### config.mk
export PLATFORM = sky130hd
export DESIGN_NAME = fuse_rd_seq
export DESIGN_NICKNAME = d
export VERILOG_FILES = /design/src/rtl/fuse_rd_pkg.sv /design/src/rtl/fuse_rd_timer.sv /design/src/rtl/fuse_rd_fsm.sv /design/src/rtl/fuse_rd_word.sv /design/src/rtl/fuse_rd_capture.sv /design/src/rtl/fuse_rd_seq.sv
export SDC_FILE = /design/constraint.sdc
export NUM_CORES = 1
export LEC_CHECK = 0
export CORE_ASPECT_RATIO = 0.8
export CORE_MARGIN = 2
export CORE_UTILIZATION = 53
export CTS_BUF_LIST = sky130_fd_sc_hd__clkbuf_8
export DETAILED_ROUTE_END_ITERATION = 6
export PLACE_DENSITY = 0.83
export SYNTH_ARGS = -nofsm -noshare
export SYNTH_HDL_FRONTEND = slang
export SYNTH_SLANG_ARGS = --single-unit
### constraint.sdc
create_clock -name clk -period 3.3 [get_ports clk]
set_input_delay 0.495 -clock clk [delete_from_list [all_inputs] [get_ports clk]]
set_output_delay 0.495 -clock clk [all_outputs]
set_load 0.1 [all_outputs]
### src/rtl/fuse_rd_pkg.sv
package fuse_rd_pkg;

    typedef enum logic [3:0] {
        S_IDLE,
        S_CS_OFF,
        S_OPEN,
        S_ACLR,
        S_ASET,
        S_STRB,
        S_SLOW,
        S_TAIL,
        S_CLOSE,
        S_DONE
    } seq_state_e;

    // Control word bit positions decoded by the macro.
    localparam int CSB_BIT   = 0;
    localparam int STRB_BIT  = 1;
    localparam int LOAD_BIT  = 2;
    localparam int PGENB_BIT = 3;

    typedef struct packed {
        logic csb;
        logic strobe;
        logic load;
        logic pgenb;
    } pin_set_t;

    localparam pin_set_t PINS_CS_OFF = '{csb: 1'b1, strobe: 1'b0, load: 1'b0, pgenb: 1'b0};
    localparam pin_set_t PINS_OPEN_A = '{csb: 1'b0, strobe: 1'b0, load: 1'b1, pgenb: 1'b1};
    localparam pin_set_t PINS_OPEN_B = '{csb: 1'b0, strobe: 1'b0, load: 1'b1, pgenb: 1'b0};

    // Successor of a timed state once its wait has expired.
    function automatic seq_state_e step(seq_state_e s, logic last_byte);
        seq_state_e r;
        case (s)
            S_CS_OFF: r = S_OPEN;
            S_OPEN:   r = S_ACLR;
            S_ACLR:   r = S_ASET;
            S_ASET:   r = S_STRB;
            S_STRB:   r = S_SLOW;
            S_SLOW:   r = last_byte ? S_TAIL : S_ACLR;
            S_TAIL:   r = S_CLOSE;
            S_CLOSE:  r = S_DONE;
            default:  r = S_IDLE;
        endcase
        return r;
    endfunction

    // Length of each state in microseconds; 0 means a single cycle.
    function automatic int unsigned state_us(seq_state_e s);
        int unsigned r;
        case (s)
            S_OPEN, S_ASET, S_STRB, S_SLOW, S_TAIL: r = 2;
            S_CLOSE:                                r = 1;
            default:                                r = 0;
        endcase
        return r;
    endfunction

endpackage

### src/rtl/fuse_rd_timer.sv
module fuse_rd_timer #(
    parameter int CNT_W = 4
) (
    input  logic             clk,
    input  logic             rst,
    input  logic             load,
    input  logic [CNT_W-1:0] load_val,
    output logic             expired
);
    logic [CNT_W-1:0] cnt_q;

    always_ff @(posedge clk) begin
        if (rst) begin
            cnt_q <= '0;
        end else if (load) begin
            cnt_q <= load_val;
        end else if (cnt_q != '0) begin
            cnt_q <= cnt_q - 1'b1;
        end
    end

    assign expired = (cnt_q == '0);
endmodule

### src/rtl/fuse_rd_fsm.sv
module fuse_rd_fsm
    import fuse_rd_pkg::*;
#(
    parameter int CLKS_PER_US = 200,
    parameter int AW          = 10,
    parameter int LEN_W       = 6,
    parameter int CNT_W       = 9
) (
    input  logic             clk,
    input  logic             rst,
    input  logic             start,
    input  logic             mode,
    input  logic [AW-1:0]    start_addr,
    input  logic [LEN_W-1:0] byte_count,
    input  logic             expired,
    output logic             tmr_load,
    output logic [CNT_W-1:0] tmr_val,
    output pin_set_t         pins,
    output logic [AW-1:0]    afield,
    output logic             mode_q,
    output logic             accept,
    output logic             sample,
    output logic [LEN_W-1:0] ptr,
    output logic             busy,
    output logic             done
);
    seq_state_e       state_q, nxt;
    pin_set_t         pins_q;
    logic [AW-1:0]    afield_q, addr_q;
    logic [LEN_W-1:0] left_q, ptr_q;
    logic             mode_r, go, mode_eff;

    always_comb begin
        nxt = state_q;
        go  = 1'b0;
        case (state_q)
            S_IDLE: begin
                if (start) begin
                    go  = 1'b1;
                    nxt = (byte_count == '0) ? S_DONE : (mode ? S_OPEN : S_CS_OFF);
                end
            end
            S_DONE: nxt = S_IDLE;
            default: begin
                if (expired) begin
                    go  = 1'b1;
                    nxt = step(state_q, left_q == LEN_W'(1));
                end
            end
        endcase
    end

    always_comb begin
        int unsigned us;
        us = state_us(nxt);
        tmr_val = (us == 0) ? '0 : CNT_W'(us * CLKS_PER_US - 1);
    end

    assign tmr_load = go;
    assign mode_eff = (state_q == S_IDLE) ? mode : mode_r;

    always_ff @(posedge clk) begin
        if (rst) begin
            state_q  <= S_IDLE;
            pins_q   <= '0;
            afield_q <= '0;
            addr_q   <= '0;
            left_q   <= '0;
            ptr_q    <= '0;
            mode_r   <= 1'b0;
        end else begin
            if (go || state_q == S_DONE) state_q <= nxt;
            if (state_q == S_IDLE && start && byte_count != '0) begin
                mode_r <= mode;
                addr_q <= start_addr;
                left_q <= byte_count;
                ptr_q  <= '0;
            end
            if (go) begin
                case (nxt)
                    S_CS_OFF: begin
                        pins_q   <= PINS_CS_OFF;
                        afield_q <= '0;
                    end
                    S_OPEN: begin
                        pins_q   <= mode_eff ? PINS_OPEN_B : PINS_OPEN_A;
                        afield_q <= '0;
                    end
                    S_ACLR: begin
                        afield_q <= '0;
                        if (state_q == S_SLOW) begin
                            addr_q <= addr_q + 1'b1;
                            ptr_q  <= ptr_q + 1'b1;
                            left_q <= left_q - 1'b1;
                        end
                    end
                    S_ASET:  afield_q <= addr_q;
                    S_STRB:  pins_q.strobe <= 1'b1;
                    S_SLOW:  pins_q.strobe <= 1'b0;
                    S_CLOSE: begin
                        if (mode_r) pins_q.load <= 1'b0;
                        else        pins_q.csb  <= 1'b1;
                    end
                    default: ;
                endcase
            end
        end
    end

    assign pins   = pins_q;
    assign afield = afield_q;
    assign mode_q = mode_r;
    assign accept = (state_q == S_IDLE) && start;
    assign sample = (state_q == S_STRB) && expired;
    assign ptr    = ptr_q;
    assign busy   = (state_q != S_IDLE);
    assign done   = (state_q == S_DONE);
endmodule

### src/rtl/fuse_rd_word.sv
module fuse_rd_word
    import fuse_rd_pkg::*;
#(
    parameter int AW      = 10,
    parameter int CTRL_W  = 32,
    parameter int SHIFT_A = 8,
    parameter int SHIFT_B = 20
) (
    input  pin_set_t          pins,
    input  logic [AW-1:0]     afield,
    input  logic              mode_q,
    output logic [CTRL_W-1:0] word
);
    always_comb begin
        word            = '0;
        word[CSB_BIT]   = pins.csb;
        word[STRB_BIT]  = pins.strobe;
        word[LOAD_BIT]  = pins.load;
        word[PGENB_BIT] = pins.pgenb;
        if (mode_q) word[SHIFT_B +: AW] = afield;
        else        word[SHIFT_A +: AW] = afield;
    end
endmodule

### src/rtl/fuse_rd_capture.sv
module fuse_rd_capture #(
    parameter int LEN_W = 6,
    parameter int DW    = 8
) (
    input  logic             clk,
    input  logic             rst,
    input  logic             clear,
    input  logic             sample,
    input  logic [LEN_W-1:0] ptr,
    input  logic [DW-1:0]    din,
    output logic             we,
    output logic [LEN_W-1:0] waddr,
    output logic [DW-1:0]    wdata,
    output logic [LEN_W-1:0] count
);
    always_ff @(posedge clk) begin
        if (rst) begin
            we    <= 1'b0;
            waddr <= '0;
            wdata <= '0;
            count <= '0;
        end else begin
            we <= sample;
            if (sample) begin
                waddr <= ptr;
                wdata <= din;
            end
            if (clear)       count <= '0;
            else if (sample) count <= count + 1'b1;
        end
    end
endmodule

### src/rtl/fuse_rd_seq.sv
module fuse_rd_seq
    import fuse_rd_pkg::*;
#(
    parameter int CLKS_PER_US = 200,
    parameter int AW          = 10,
    parameter int LEN_W       = 6,
    parameter int DW          = 8,
    parameter int CTRL_W      = 32,
    parameter int SHIFT_A     = 8,
    parameter int SHIFT_B     = 20
) (
    input  logic              clk,
    input  logic              rst,
    input  logic              start,
    input  logic              mode,
    input  logic [AW-1:0]     start_addr,
    input  logic [LEN_W-1:0]  byte_count,
    output logic              busy,
    output logic              done,
    output logic [LEN_W-1:0]  bytes_read,
    output logic [CTRL_W-1:0] fuse_ctrl,
    input  logic [DW-1:0]     fuse_dout,
    output logic              buf_we,
    output logic [LEN_W-1:0]  buf_addr,
    output logic [DW-1:0]     buf_data
);
    localparam int CNT_W = $clog2(2 * CLKS_PER_US);

    logic             tmr_load, expired, accept, sample, mode_q;
    logic [CNT_W-1:0] tmr_val;
    pin_set_t         pins;
    logic [AW-1:0]    afield;
    logic [LEN_W-1:0] ptr;

    fuse_rd_timer #(.CNT_W(CNT_W)) u_tmr (
        .clk(clk), .rst(rst), .load(tmr_load), .load_val(tmr_val), .expired(expired)
    );

    fuse_rd_fsm #(
        .CLKS_PER_US(CLKS_PER_US), .AW(AW), .LEN_W(LEN_W), .CNT_W(CNT_W)
    ) u_fsm (
        .clk(clk), .rst(rst), .start(start), .mode(mode),
        .start_addr(start_addr), .byte_count(byte_count), .expired(expired),
        .tmr_load(tmr_load), .tmr_val(tmr_val), .pins(pins), .afield(afield),
        .mode_q(mode_q), .accept(accept), .sample(sample), .ptr(ptr),
        .busy(busy), .done(done)
    );

    fuse_rd_word #(
        .AW(AW), .CTRL_W(CTRL_W), .SHIFT_A(SHIFT_A), .SHIFT_B(SHIFT_B)
    ) u_word (
        .pins(pins), .afield(afield), .mode_q(mode_q), .word(fuse_ctrl)
    );

    fuse_rd_capture #(.LEN_W(LEN_W), .DW(DW)) u_cap (
        .clk(clk), .rst(rst), .clear(accept), .sample(sample), .ptr(ptr),
        .din(fuse_dout), .we(buf_we), .waddr(buf_addr), .wdata(buf_data),
        .count(bytes_read)
    );
endmodule

== After elaboration in Yosys (flattened, before gate mapping) ==
Index checks and enable logic that the tools add are counted.
Operators by class
  shift operators: 0
  reductions and logical operators: 25
  divide/modulo/power cells: 0
  equal/unequal tests: 20
  multipliers: 1
  magnitude comparators: 0
  bitwise gates (word level): 0
  add/sub/neg operators: 6
  muxes and demuxes: 37
Operator list (number)
  10-bit two-way mux: 6
  6-bit two-way mux: 8
  4-bit by 3-bit == test with 1-bit output (second input constant): 8
  32-bit zero test: 1
  4-bit one-hot mux with 8 select lines: 1
  9-bit two-way mux: 3
  10-bit one-hot mux with 2 select lines: 1
  9-bit by 1-bit subtractor with 9-bit output (second input constant): 2
  4-bit by 2-bit == test with 1-bit output (second input constant): 4
  6-bit by 1-bit adder with 6-bit output (second input constant): 2
  4-bit == test (second input constant): 3
  4-bit two-way mux: 3
  10-bit by 1-bit adder with 10-bit output (second input constant): 1
  9-bit zero test: 1
  1-bit one-hot mux with 3 select lines: 3
  9-bit nonzero test: 1
  4-bit by 1-bit == test with 1-bit output (second input constant): 2
  4-bit one-hot mux with 2 select lines: 1
  6-bit by 1-bit == test with 1-bit output (second input constant): 1
  6-bit zero test: 1
  2-bit by 5-bit multiplier with 6-bit output (second input constant): 1
  1-bit two-way mux: 6
  2-bit AND reduction: 3
  3-bit AND reduction: 2
  other kinds (17): 24
Storage, ports and cells
  memory bits (writable): 0
  word-level logic and storage cells: 104
  output and inout bits: 55
  input port bits: 28
  memory bits (read-only): 0
  flip-flop bits (word level): 71
  latch bits: 0
  memories: 0

== Depth between registers and ports, before layout ==
  depth after elaboration: 12
  gate-level depth with buffers: 13
  depth with buffers taken out: 13

== By module ==
From an unflattened synthesis, not the netlist that was laid out.
Unflattened totals
  cell total of the unflattened synthesis: 478
  area total of the unflattened synthesis: 3988.8 µm²
Modules (own cells, without submodules)
  fuse_rd_fsm: cells each 308, times used 1, seq. area each 820.8 µm², area an instance 2437.3 µm²
  fuse_rd_capture: cells each 73, times used 1, seq. area each 420.4 µm², area an instance 770.7 µm²
  fuse_rd_timer: cells each 62, times used 1, seq. area each 180.2 µm², area an instance 514.2 µm²
  fuse_rd_word: cells each 35, times used 1, seq. area each 0.0 µm², area an instance 266.5 µm²

== Worst setup path before layout ==
Ideal clock, no wire load.
  kind: register to register
  start point: register u_fsm.state_q[3]
  end point: register u_tmr.cnt_q[5]
  stages on the path, launching flop included: 12
  library setup time: 0.128 ns
  buffers on the path: 2
  clock period less this slack: 3.024 ns
  setup slack: 0.276 ns
  required time: 3.172 ns
  data arrival time: 2.896 ns
  cell sequence: dfxtp_1 > buf_2 > or4_1 > a211oi_1 > buf_2 > a221oi_2 > nand2_1 > or3_1 > ha_1 > nor3b_1 > a31oi_1 > nor2_1
Between the ends
  longest elaborated chain between the ends: 11
  elaborated cells between the ends (all ways): 29
  those cells by class: add/sub (1); mul (1); eq/ne (15); mux (8); reduce/logical (4)
RTL lines
  start: declaration: line fuse_rd_fsm.sv:27  | seq_state_e state_q, nxt;
  start signal: assignment: line fuse_rd_fsm.sv:72  | if (go || state_q == S_DONE) state_q <= nxt;
  4-bit == test, or another cell as far along: line fuse_rd_pkg.sv:36  | case (s)
  4-bit one-hot mux with 8 select lines: line fuse_rd_pkg.sv:36
  4-bit two-way mux: line fuse_rd_fsm.sv:45  | if (expired) begin
  4-bit one-hot mux with 2 select lines: line fuse_rd_fsm.sv:36  | case (state_q)
  4-bit by 3-bit == test with 1-bit output or 4-bit by 2-bit == test with 1-bit output (tied branches): line fuse_rd_pkg.sv:53  | case (s)
  5-bit OR reduction: line fuse_rd_pkg.sv:53
  2-bit one-hot mux with 2 select lines: line fuse_rd_pkg.sv:53
  2-bit by 5-bit multiplier with 6-bit output: line fuse_rd_fsm.sv:56  | tmr_val = (us == 0) ? '0 : CNT_W'(us * CLKS_PER_US - 1);
  9-bit by 1-bit subtractor with 9-bit output: line fuse_rd_fsm.sv:56
  9-bit two-way mux: line fuse_rd_fsm.sv:56
  9-bit two-way mux: line fuse_rd_timer.sv:15  | end else if (load) begin
  end signal: assignment: line fuse_rd_timer.sv:16  | cnt_q <= load_val;
  end signal: assignment: line fuse_rd_timer.sv:18  | cnt_q <= cnt_q - 1'b1;
  end: declaration: line fuse_rd_timer.sv:10  | logic [CNT_W-1:0] cnt_q;
Parallel ways exist; a longest one is shown, timed or not.
A chain may end at the register's enable or synchronous reset.

== Final worst setup path ==
  start point: register u_tmr.cnt_q[0]
  end point: register u_fsm.left_q[4]
Between the ends
  longest elaborated chain between the ends: 6
  elaborated cells between the ends (all ways): 8
  those cells by class: eq/ne (1); mux (6); reduce/logical (1)
RTL lines
  9-bit zero test *: line fuse_rd_timer.sv:22  | assign expired = (cnt_q == '0);
  4-bit two-way mux: line fuse_rd_fsm.sv:45
  4-bit one-hot mux with 2 select lines: line fuse_rd_fsm.sv:36
  4-bit by 2-bit == test with 1-bit output: line fuse_rd_fsm.sv:80  | case (nxt)
  6-bit two-way mux: line fuse_rd_fsm.sv:80
  6-bit two-way mux *: line fuse_rd_fsm.sv:79  | if (go) begin
  end signal: assignment: line fuse_rd_fsm.sv:76  | left_q <= byte_count;
  end signal: assignment: line fuse_rd_fsm.sv:94  | left_q <= left_q - 1'b1;
  end: declaration: line fuse_rd_fsm.sv:30  | logic [LEN_W-1:0] left_q, ptr_q;
Every way passes the cells marked *; elsewhere a longest branch is shown, timed or not.

==> results.sh <==
export IMPL_max_cap_violations=0
export IMPL_synth_cell_types=58
export IMPL_synth_area_sq_mm=0.00377
export IMPL_grt_usage_pct=24.8
export IMPL_grt_pass1_vias=3350
export IMPL_cts_resized=0
export IMPL_dr_pass1_iters=7
export IMPL_tritoncts="done"
export IMPL_yosys_warnings=0
export IMPL_cts_num_sinks=71
export IMPL_initial_core_util_pct=54.7
export IMPL_grt_overflow_total=0
export IMPL_crit_path_end_kind="flip-flop"
export IMPL_cp_required_ns=3.58
export IMPL_yosys_register_bits=71
export IMPL_final_cell_mix="nand2_1, dfxtp_1, clkdlybuf4s50_1, a21oi_1, nor2_1"
export IMPL_synth_top_area_share_pct=37.7
export IMPL_routed_wl_microns=9650
export IMPL_drtIter0Drc=230
export IMPL_ys_seq_area_share_pct=37.7
export IMPL_numPortBuffers=74
export IMPL_synth_largest_area_cell="dfxtp_1"
export IMPL_critPathLaunchType="flip-flop"
export IMPL_slew_violations=0
export IMPL_antenna_found_initial=0
export IMPL_power_leakage_uw=0.00179
export IMPL_clock_latency_ns=0.36
export IMPL_fp_dieW_microns=98.3
export IMPL_arrival_ns=3.23
export IMPL_grt_max_degree=36
export IMPL_avgSynthCellArea_sq_um=7.87
export IMPL_hold_viol=0
export IMPL_dp_hpwl_microns=6840
export IMPL_fillers=584
export IMPL_synthToLayoutAreaGrowth_pct=25.7
export IMPL_path_class="reg -> reg"
export IMPL_holdPathStages=2
export IMPL_io_pins=83
export IMPL_gp_congestion=0.984
export IMPL_finalSetupViolCount=0
export IMPL_cts_buffers=9
export IMPL_finalClockSkew_ns=0.00592
export IMPL_min_period_ns=2.95
export IMPL_drtAntennaViolNets=0
export IMPL_grt_pass1_wl_microns=15800
export IMPL_powerDensity_mw_per_mm2=903
export IMPL_coreArea_sq_mm=0.00689
export IMPL_min_period_over_period_pct=89.5
export IMPL_clk_pin_slew_ns=0.07
export IMPL_postCtsSetupBuffers=0
export IMPL_critPathMaxFanout=15
export IMPL_slew_headroom_pct=33.9
export IMPL_cts_buffer_depth=2
export IMPL_hold_buffers=0
export IMPL_viasPerCell=5.77
export IMPL_reg2reg_slack_ns=0.35
export IMPL_mostFrequentLayoutCell="nand2_1"
export IMPL_drc=0
export IMPL_synth_edf_count=0
export IMPL_ir_drop_mv=0.686
export IMPL_die_h_microns=79.4
export IMPL_synth_area_leaders="dfxtp_1, nand2_1, a21oi_1, nor2_1, ha_1"
export IMPL_hold_path_class="reg -> reg"
export IMPL_nNetsFinal=588
export IMPL_fmax_mhz=339
export IMPL_htreeDepth=3
export IMPL_ff2ff_path_depth=9
export IMPL_syn_inst=479
export IMPL_clock_root_buffer="clkbuf_8"
export IMPL_multiInputGateArea_sq_mm=0.00217
export IMPL_fin_area_sq_mm=0.00474
export IMPL_wire_per_inst_microns=15.1
export IMPL_status="complete, no violations"
export IMPL_vias=3698
export IMPL_drive_above_1_share_pct=12.5
export IMPL_synth_flop_cell="dfxtp_1"
export IMPL_placed_area_sq_mm=0.00452
export IMPL_tns_ns=0
export IMPL_row_count=27
export IMPL_async_flop_share_pct=0
export IMPL_tightest_slew_ns=0.989
export IMPL_diodes=0
export IMPL_regArea_sq_mm=0.00142
export IMPL_rsz0062_at_grt="no"
export IMPL_die_area_sq_mm=0.00781
## per-layer routing
layer	GRT usage [%]	up-vias	wire [microns]
met2	40.1	168	4450
met3	4.99	21	742
met1	32.6	1699	4260
met4	10.4	0	199
met5	0	-	0
li1	-	1810	-
## power by group
part	switching, uW	total (uW)	internal [uW]	leakage [uW]
sequential	197	1190	995	0.000577
clock	340	766	426	0.000102
combinational	1520	2320	797	0.00111
total	2060	4280	2220	0.00179
## area by class of cell
cell class	instances	area share (%)
Clock buffer	9	2.61
Sequential cell	71	30.0
Inverter	9	0.713
Multi-Input combinational cell	371	45.9
Timing Repair Buffer	87	16.4
Tap cell	87	2.30
Clock inverter	7	2.03
## cell families (layout without fill, tap and decap cells)
| logic type | Yosys count | after routing | synth area share (%) |
|---|---|---|---|
| AND/OR/NAND/NOR | 221 | 221 | 29.8 |
| AO/OA/AOI/OAI | 114 | 114 | 19.0 |
| flip-flops | 71 | 71 | 37.7 |
| buffers and inverters | 44 | 112 | 5.41 |
| XOR/XNOR | 14 | 14 | 3.45 |
| adder cells (fa/ha/maj) | 11 | 11 | 3.65 |
| multiplexers | 3 | 3 | 0.830 |
| other | 1 | 8 | 0.0995 |
## per-stage QoR
step / hold WS, ns / util (%) / std cells / worst slack (ns) / total power (uW)
after floorplan: 0.445 / - / 486 / 0.276 / 2910
final: 0.453 / 68.7 / 641 / 0.348 / 4280
after global routing: 0.482 / 68.7 / 641 / 0.114 / 4560
after global placement: 0.437 / 65.5 / 625 / 0.228 / 3420
after CTS: 0.456 / 68.7 / 641 / 0.356 / 4250
after detailed placement: 0.447 / 65.5 / 625 / 0.186 / 3470
## critical path, cell delays in order, from the launching register on
cell and delay [ns]:
dfxtp_1 0.34, inv_1 0.09, ha_1 0.15, or4b_1 0.50
o21ai_1 0.24, o211ai_2 0.25, nor2b_2 0.57, nand3b_1 0.20
or3_1 0.35, a31oi_1 0.18
## synthesized netlist by cell type, drive strengths merged, types with 10 or more instances
cell	count
a21oi	46
and2	10
and3	11
buf	17
clkbuf	18
dfxtp	71
ha	11
nand2	74
nand3	15
nor2	43
nor2b	17
nor3	11
o21ai	29
## sequential cells by signal (all words and copies together) (netlist names)
signal / count
u_cap.wdata: 8
u_fsm.ptr: 6
u_fsm.afield: 10
u_fsm.pins: 4
u_tmr.cnt_q: 9
u_fsm.addr_q: 10
u_fsm.left_q: 6
u_cap.waddr: 6
u_fsm.mode_q: 1
u_cap.count: 6
u_fsm.state_q: 4
u_cap.we: 1
## final timing paths
path,start,end
worst max-delay path,u_tmr.cnt_q[0],u_fsm.left_q[4]
worst min register to register,u_cap.waddr[1],u_cap.waddr[1]
worst min-delay path,u_cap.waddr[1],u_cap.waddr[1]
worst max register to register,u_tmr.cnt_q[0],u_fsm.left_q[4]
Power figures use the tool's default switching activity.
